## src/rtl/ret_pkg.sv

```systemverilog
package ret_pkg;
  localparam int unsigned CODE_W   = 3;
  localparam int unsigned MAX_LOG2 = 9;            // longest delay is 2**9 ticks
  localparam int unsigned CNT_W    = MAX_LOG2 + 1;
  localparam int unsigned CTL_W    = 7;            // implemented control bits

  // Non-linear code to tick-count mapping; 0 means disabled.
  function automatic logic [CNT_W-1:0] code_limit(input logic [CODE_W-1:0] code);
    logic [CNT_W-1:0] one;
    one = {{(CNT_W-1){1'b0}}, 1'b1};
    case (code)
      3'd0:    code_limit = '0;
      3'd1:    code_limit = one << 1;
      3'd2:    code_limit = one << 3;
      default: code_limit = one << (32'(code) + 2);
    endcase
  endfunction
endpackage

```

## src/rtl/ret_ctrl_reg.sv

```systemverilog
module ret_ctrl_reg
  import ret_pkg::*;
#(
  parameter bit FP_PRESENT = 1'b1
) (
  input  logic              clk,
  input  logic              rst_n,
  input  logic              wr_en,
  input  logic [31:0]       wr_lo,
  input  logic [31:0]       wr_hi,
  output logic [31:0]       rd_lo,
  output logic [31:0]       rd_hi,
  output logic [CODE_W-1:0] core_code,
  output logic [CODE_W-1:0] fp_code,
  output logic              core_chg,
  output logic              fp_chg,
  output logic              coh_bit
);
  localparam logic [CTL_W-1:0] WR_MASK = FP_PRESENT ? 7'h7F : 7'h47;

  logic [CTL_W-1:0] ctl_q, ctl_d, wr_val;
  logic [31:0]      hi_ignored;

  assign hi_ignored = wr_hi;            // upper half is accepted but never stored
  assign wr_val     = wr_lo[CTL_W-1:0] & WR_MASK;

  always_comb begin
    ctl_d    = ctl_q;
    core_chg = 1'b0;
    fp_chg   = 1'b0;
    if (wr_en) begin
      ctl_d    = wr_val;
      core_chg = (wr_val[2:0] != ctl_q[2:0]);
      fp_chg   = (wr_val[5:3] != ctl_q[5:3]);
    end
  end

  always_ff @(posedge clk or negedge rst_n) begin
    if (!rst_n)     ctl_q <= '0;
    else if (wr_en) ctl_q <= ctl_d;
  end

  assign core_code = ctl_q[2:0];
  assign fp_code   = ctl_q[5:3];
  assign coh_bit   = ctl_q[6];
  assign rd_lo     = {{(32-CTL_W){1'b0}}, ctl_q};
  assign rd_hi     = hi_ignored & 32'h0;
endmodule

```

## src/rtl/ret_channel.sv

```systemverilog
module ret_channel
  import ret_pkg::*;
(
  input  logic              clk,
  input  logic              rst_n,
  input  logic [CODE_W-1:0] code,
  input  logic              clr,
  input  logic              idle,
  input  logic              tick,
  output logic              req
);
  logic [CNT_W-1:0] limit;
  logic [CNT_W-1:0] cnt_q, cnt_d;
  logic             req_q, req_d;

  assign limit = code_limit(code);

  always_comb begin
    cnt_d = cnt_q;
    if (clr || !idle || code == '0) begin
      cnt_d = '0;
    end else if (tick && cnt_q < limit) begin
      cnt_d = cnt_q + 1'b1;
    end
    req_d = (code != '0) && !clr && idle && (cnt_d >= limit);
  end

  always_ff @(posedge clk or negedge rst_n) begin
    if (!rst_n) begin
      cnt_q <= '0;
      req_q <= 1'b0;
    end else begin
      cnt_q <= cnt_d;
      req_q <= req_d;
    end
  end

  assign req = req_q;
endmodule

```

## src/rtl/idle_ret_timer.sv

```systemverilog
module idle_ret_timer
  import ret_pkg::*;
#(
  parameter bit FP_PRESENT = 1'b1
) (
  input  logic        clk,
  input  logic        rst_n,
  input  logic        wr_en,
  input  logic [31:0] wr_lo,
  input  logic [31:0] wr_hi,
  output logic [31:0] rd_lo,
  output logic [31:0] rd_hi,
  input  logic        tick,
  input  logic        core_idle,
  input  logic        fp_idle,
  output logic        core_ret_req,
  output logic        fp_ret_req,
  output logic        coh_en
);
  logic [1:0]        rst_sync;
  logic              rst_int_n;
  logic [CODE_W-1:0] core_code, fp_code;
  logic              core_chg, fp_chg;

  // Asynchronous assertion, synchronous release.
  always_ff @(posedge clk or negedge rst_n) begin
    if (!rst_n) rst_sync <= 2'b00;
    else        rst_sync <= {rst_sync[0], 1'b1};
  end
  assign rst_int_n = rst_sync[1];

  ret_ctrl_reg #(.FP_PRESENT(FP_PRESENT)) u_reg (
    .clk(clk), .rst_n(rst_int_n), .wr_en(wr_en),
    .wr_lo(wr_lo), .wr_hi(wr_hi), .rd_lo(rd_lo), .rd_hi(rd_hi),
    .core_code(core_code), .fp_code(fp_code),
    .core_chg(core_chg), .fp_chg(fp_chg), .coh_bit(coh_en)
  );

  ret_channel u_core (
    .clk(clk), .rst_n(rst_int_n), .code(core_code), .clr(core_chg),
    .idle(core_idle), .tick(tick), .req(core_ret_req)
  );

  generate
    if (FP_PRESENT) begin : g_fp
      ret_channel u_fp (
        .clk(clk), .rst_n(rst_int_n), .code(fp_code), .clr(fp_chg),
        .idle(fp_idle), .tick(tick), .req(fp_ret_req)
      );
    end else begin : g_no_fp
      logic fp_unused;
      assign fp_unused  = fp_idle & fp_chg & (|fp_code);
      assign fp_ret_req = fp_unused & 1'b0;
    end
  endgenerate
endmodule

```

## config.mk

```make
export PLATFORM = sky130hd
export DESIGN_NAME = idle_ret_timer
export DESIGN_NICKNAME = d
export VERILOG_FILES = /design/src/rtl/ret_pkg.sv /design/src/rtl/ret_ctrl_reg.sv /design/src/rtl/ret_channel.sv /design/src/rtl/idle_ret_timer.sv
export SDC_FILE = /design/constraint.sdc
export NUM_CORES = 1
export LEC_CHECK = 0
export CORE_MARGIN = 2
export CORE_UTILIZATION = 39
export DETAILED_ROUTE_END_ITERATION = 8
export PLACE_DENSITY = 0.88
export SYNTH_ARGS = -nofsm -noshare
export SYNTH_HDL_FRONTEND = slang
export SYNTH_SLANG_ARGS = --single-unit
```

## constraint.sdc

```tcl
create_clock -name clk -period 1.1 [get_ports clk]
set_clock_uncertainty 0.15 [all_clocks]
set_input_delay 0.11 -clock clk [delete_from_list [all_inputs] [get_ports clk]]
set_output_delay 0.11 -clock clk [all_outputs]
set_load 0.05 [all_outputs]
```

==> impl_metrics.sql <==
INSERT INTO impl_metrics (metric_group, metric, value, unit) VALUES
('critical_path', 'cp_data_arrival_time', '4.27', 'ns'),
('critical_path', 'ff2ff_path_depth', '17', ''),
('sta', 'fin_tns_setup', '-51.30', 'ns'),
('grt', 'grt_antenna_before_repair', '0', ''),
('routing', 'ant_nets', '0', ''),
('pwr', 'power_frac_clock', '19.1', '%'),
('logic_synthesis', 'post-synth-top-area-fraction', '24.74', '%'),
('placed_design', 'gp_congestion', '0.8737', ''),
('logic_synthesis', 'post_synth_inst_count', '359', ''),
('pwr', 'finalPower', '0.005044', 'W'),
('critical_path', 'worstPathRequired', '1.13', 'ns'),
('logic_synthesis', 'yosys_warnings', '0', ''),
('flow_run', 'max_cap_viol_count', '0', ''),
('pwr', 'power.switching', '0.002248', 'W'),
('grt', 'grt_start_max_net_pins', '30', ''),
('critical_path', 'cpLargestDelayFamily', 'simple AND/OR/NAND/NOR gates', ''),
('status', 'status', 'finished, violations left', ''),
('routing', 'drc', '0', ''),
('clock_tree', 'clk-insertion-delay-late', '0.31', 'ns'),
('pwr', 'p_sw_share', '44.57', '%'),
('layout', 'fin_area', '5195', 'sq um'),
('critical_path', 'crit_path_buf_inv_count', '4', ''),
('die', 'die_h', '93.67', 'um'),
('die', 'coreArea', '7767', 'sq um'),
('critical_path', 'timing_worst_setup_path_type', 'reg2reg', ''),
('logic_synthesis', 'postSynthAreaPerCell', '8.734', 'sq um'),
('sta', 'grt_setup_unrepaired', 'yes', ''),
('sta', 'final_critical_delay_including_setup_and_external_delays', '4.240', 'ns'),
('hold_path', 'min-delay-path-class', 'reg2async', ''),
('placed_design', 'placedInstanceArea', '4247', 'sq um'),
('layout', 'antenna_cells', '0', ''),
('critical_path', 'count_of_cell_instances_traversed_by_the_critical_path', '17', ''),
('logic_synthesis', 'synth.largest_area_cell', 'sky130_fd_sc_hd__dfrtp_1', ''),
('clock_tree', 'cts.sink_count', '31', ''),
('routing', 'via_count', '3725', ''),
('pwr', 'static-leakage-power', '2.345', 'nW'),
('routing', 'firstDrtPassIters', '6', ''),
('sta', 'setup_violations', '38', ''),
('die', 'die_w', '93.67', 'um'),
('die', 'initial_utilization', '40.37', '%'),
('logic_synthesis', 'postSynth.asyncResetShare', '100.0', '%'),
('sta', 'finalHoldViolations', '0', ''),
('sta', 'final_critical_path_setup_slack', '-3.140', 'ns'),
('critical_path', 'critical_path.max_stage_delay', '0.59', 'ns'),
('critical_path', 'crit_path_max_fanout', '4', ''),
('logic_synthesis', 'synth_top_flop_cell', 'sky130_fd_sc_hd__dfrtp_1', ''),
('critical_path', 'worst_setup_path_end_kind', 'flip-flop', ''),
('logic_synthesis', 'main_area_contributors_after_synthesis', 'sky130_fd_sc_hd__dfrtp_1 25%, sky130_fd_sc_hd__ha_1 17%, sky130_fd_sc_hd__buf_4 14%', ''),
('clock_tree', 'tritoncts', 'yes', ''),
('pwr', 'p_int', '0.002796', 'W'),
('grt', 'globalRouteTotalUtil', '28.37', '%'),
('pwr', 'power.sequential.fraction', '25.0', '%'),
('placed_design', 'buffers_added_on_ports', '22', ''),
('clock_tree', 'cts_root_buffer', 'sky130_fd_sc_hd__clkbuf_8', ''),
('sta', 'post-route-period-util', '385.5', '%'),
('routing', 'route.detailed.wl_per_inst', '22.78', 'um'),
('die', 'num_rows', '32', ''),
('status', 'failing_checks', 'setup timing', ''),
('logic_synthesis', 'synthesis.area', '3136', 'sq um'),
('logic_synthesis', 'synth_seq_area_share', '24.74', '%'),
('logic_synthesis', 'post_synthesis_cell_type_count', '54', ''),
('pwr', 'worst_ir_drop_vdd', '1041', 'uV'),
('layout', 'fraction_of_layout_cells_with_a_size_suffix_above_1', '51.55', '%'),
('critical_path', 'crit_slowest_cell', 'sky130_fd_sc_hd__or4_4', ''),
('clock_tree', 'cts-buffers-inserted', '5', ''),
('routing', 'drt_iter0_drc', '385', ''),
('grt', 'grt_pass1_vias', '3721', ''),
('die', 'boundaryPins', '137', ''),
('critical_path', 'path_cells', 'buf_4, buf_6, nor2b_2, buf_4, nand3_1, ha_1, nand4_1, or4_4, a21oi_4, buf_6, nor4_2, mux2i_1, ha_1, a21o_1, a211o_1, nor4_2, a21oi_1', ''),
('routing', 'wl', '14.08', 'mm'),
('layout', 'area_delta_synth_final', '65.68', '%');
flip-flops by register name, summed over array words and instances (netlist names):
register         count
g_fp.u_fp.cnt_q     10
u_core.cnt_q        10
u_reg.ctl_q          7
rst_sync             2
g_fp.u_fp.req        1
u_core.req           1
final cells by class:
type,instances,area (sq um)
fillers,462,2572
multi-input cells,304,2643
flip-flops and latches,31,784.5
inverters,9,38.79
clock buffers,7,76.32
clock inverters,1,5.005
repair buffers,164,1520
well taps,102,127.6
placed cells by master, fill, tap and decap left out, types with 6 or more instances in the layout:
| cell type | instances |
|---|---|
| sky130_fd_sc_hd__ha_4 | 10 |
| sky130_fd_sc_hd__dfrtp_2 | 7 |
| sky130_fd_sc_hd__clkdlybuf4s50_1 | 11 |
| sky130_fd_sc_hd__inv_1 | 7 |
| sky130_fd_sc_hd__nand4_1 | 6 |
| sky130_fd_sc_hd__a21oi_2 | 12 |
| sky130_fd_sc_hd__nand2_1 | 18 |
| sky130_fd_sc_hd__ha_1 | 30 |
| sky130_fd_sc_hd__conb_1 | 58 |
| sky130_fd_sc_hd__buf_6 | 28 |
| sky130_fd_sc_hd__buf_4 | 110 |
| sky130_fd_sc_hd__buf_12 | 11 |
| sky130_fd_sc_hd__nand3_1 | 14 |
| sky130_fd_sc_hd__or4_4 | 10 |
| sky130_fd_sc_hd__a21oi_4 | 6 |
| sky130_fd_sc_hd__nor2_1 | 13 |
| sky130_fd_sc_hd__dfrtp_1 | 24 |
what timing repair did:
item	4_1_cts	5_1_grt
buffers inserted	18	23
gates cloned	1	0
hold endpoints to repair	2	0
setup endpoints to repair	39	37
hold buffers	1	0
pin swaps	32	32
gates resized for setup	79	52
power by group through the flow:
stage / combinational (W) / clock [W] / sequential (W)
final: 0.00282 / 0.000963 / 0.00126
after floorplan: 0.00133 / 0 / 0.00139
after CTS: 0.00242 / 0.000922 / 0.00124
after global placement: 0.00196 / 0 / 0.00126
after global routing: 0.00289 / 0.00101 / 0.00126
after detailed placement: 0.00202 / 0 / 0.00126
per-stage QoR:
| stage | util, % | cells | worst slack [ns] | hold WS, ns |
|---|---|---|---|---|
| 6_report | 66.88 | 618 | -3.140 | 0.08274 |
| 5_1_grt | 66.88 | 618 | -3.126 | 0.1016 |
| 4_1_cts | 62.44 | 602 | -2.752 | 0.08791 |
| 3_5_place_dp | 54.67 | 574 | -2.807 | 0.08224 |
| 3_3_place_gp | 54.67 | 574 | -2.643 | 0.07301 |
| 2_1_floorplan | - | 415 | -2.822 | -0.3356 |
logic make-up after synthesis:
family | after synthesis | synth area share (%)
and+or+nand+nor | 116 | 20.51
xor gates and xnor gates | 5 | 1.397
adders and majority gates | 42 | 16.76
other | 2 | 0.2395
AOI/OAI and AO/OA | 75 | 16.12
DFF | 31 | 24.74
muxes | 8 | 2.753
buffers and inverters | 80 | 17.48
synth_stat cells, types with 2 or more instances:
cell / n
sky130_fd_sc_hd__or4_1: 12
sky130_fd_sc_hd__o211a_1: 2
sky130_fd_sc_hd__and2b_2: 2
sky130_fd_sc_hd__o211ai_1: 4
sky130_fd_sc_hd__ha_1: 42
sky130_fd_sc_hd__buf_2: 3
sky130_fd_sc_hd__nor2_1: 15
sky130_fd_sc_hd__buf_6: 3
sky130_fd_sc_hd__or2_2: 2
sky130_fd_sc_hd__inv_1: 9
sky130_fd_sc_hd__o21ai_0: 13
sky130_fd_sc_hd__nand3_1: 18
sky130_fd_sc_hd__dfrtp_1: 31
sky130_fd_sc_hd__o221ai_1: 2
sky130_fd_sc_hd__and3_1: 2
sky130_fd_sc_hd__a21o_1: 4
sky130_fd_sc_hd__nor4_1: 5
sky130_fd_sc_hd__o31ai_1: 10
sky130_fd_sc_hd__nor3b_1: 2
sky130_fd_sc_hd__nand4_1: 6
sky130_fd_sc_hd__xor2_1: 5
sky130_fd_sc_hd__conb_1: 2
sky130_fd_sc_hd__o41ai_1: 2
sky130_fd_sc_hd__nor3_1: 5
sky130_fd_sc_hd__mux2_2: 5
sky130_fd_sc_hd__o31a_1: 2
sky130_fd_sc_hd__clkbuf_1: 6
sky130_fd_sc_hd__a21oi_1: 22
sky130_fd_sc_hd__or3_1: 3
sky130_fd_sc_hd__mux2i_1: 3
sky130_fd_sc_hd__o21a_1: 2
sky130_fd_sc_hd__buf_4: 59
sky130_fd_sc_hd__a211o_1: 2
sky130_fd_sc_hd__nor2b_1: 7
sky130_fd_sc_hd__nand4b_1: 3
sky130_fd_sc_hd__nand2b_1: 3
sky130_fd_sc_hd__nand2_1: 24
layer usage:
layer / global-route usage, % / vias up / share of wire [%]
met3: 5.778 / 96 / 9.3
met4: 18.24 / 0 / 6.3
li1: - / 1517 / -
met5: 0 / - / 0
met1: 32.47 / 1778 / 37
met2: 48.02 / 334 / 47
worst paths after layout:
kind | startpoint | endpoint
max in group asynchronous | rst_n | rst_sync[0]$_DFF_PN0_
min reg2reg | rst_sync[1]$_DFF_PN0_ | u_reg.ctl_q[2]$_DFFE_PN0P_
max reg2reg | u_reg.ctl_q[5]$_DFFE_PN0P_ | g_fp.u_fp.req$_DFF_PN0_
min | rst_sync[1]$_DFF_PN0_ | u_reg.ctl_q[2]$_DFFE_PN0P_
min in group clk | rst_sync[0]$_DFF_PN0_ | rst_sync[1]$_DFF_PN0_
max | u_reg.ctl_q[5]$_DFFE_PN0P_ | g_fp.u_fp.req$_DFF_PN0_
(Power assumes the default switching activity.)
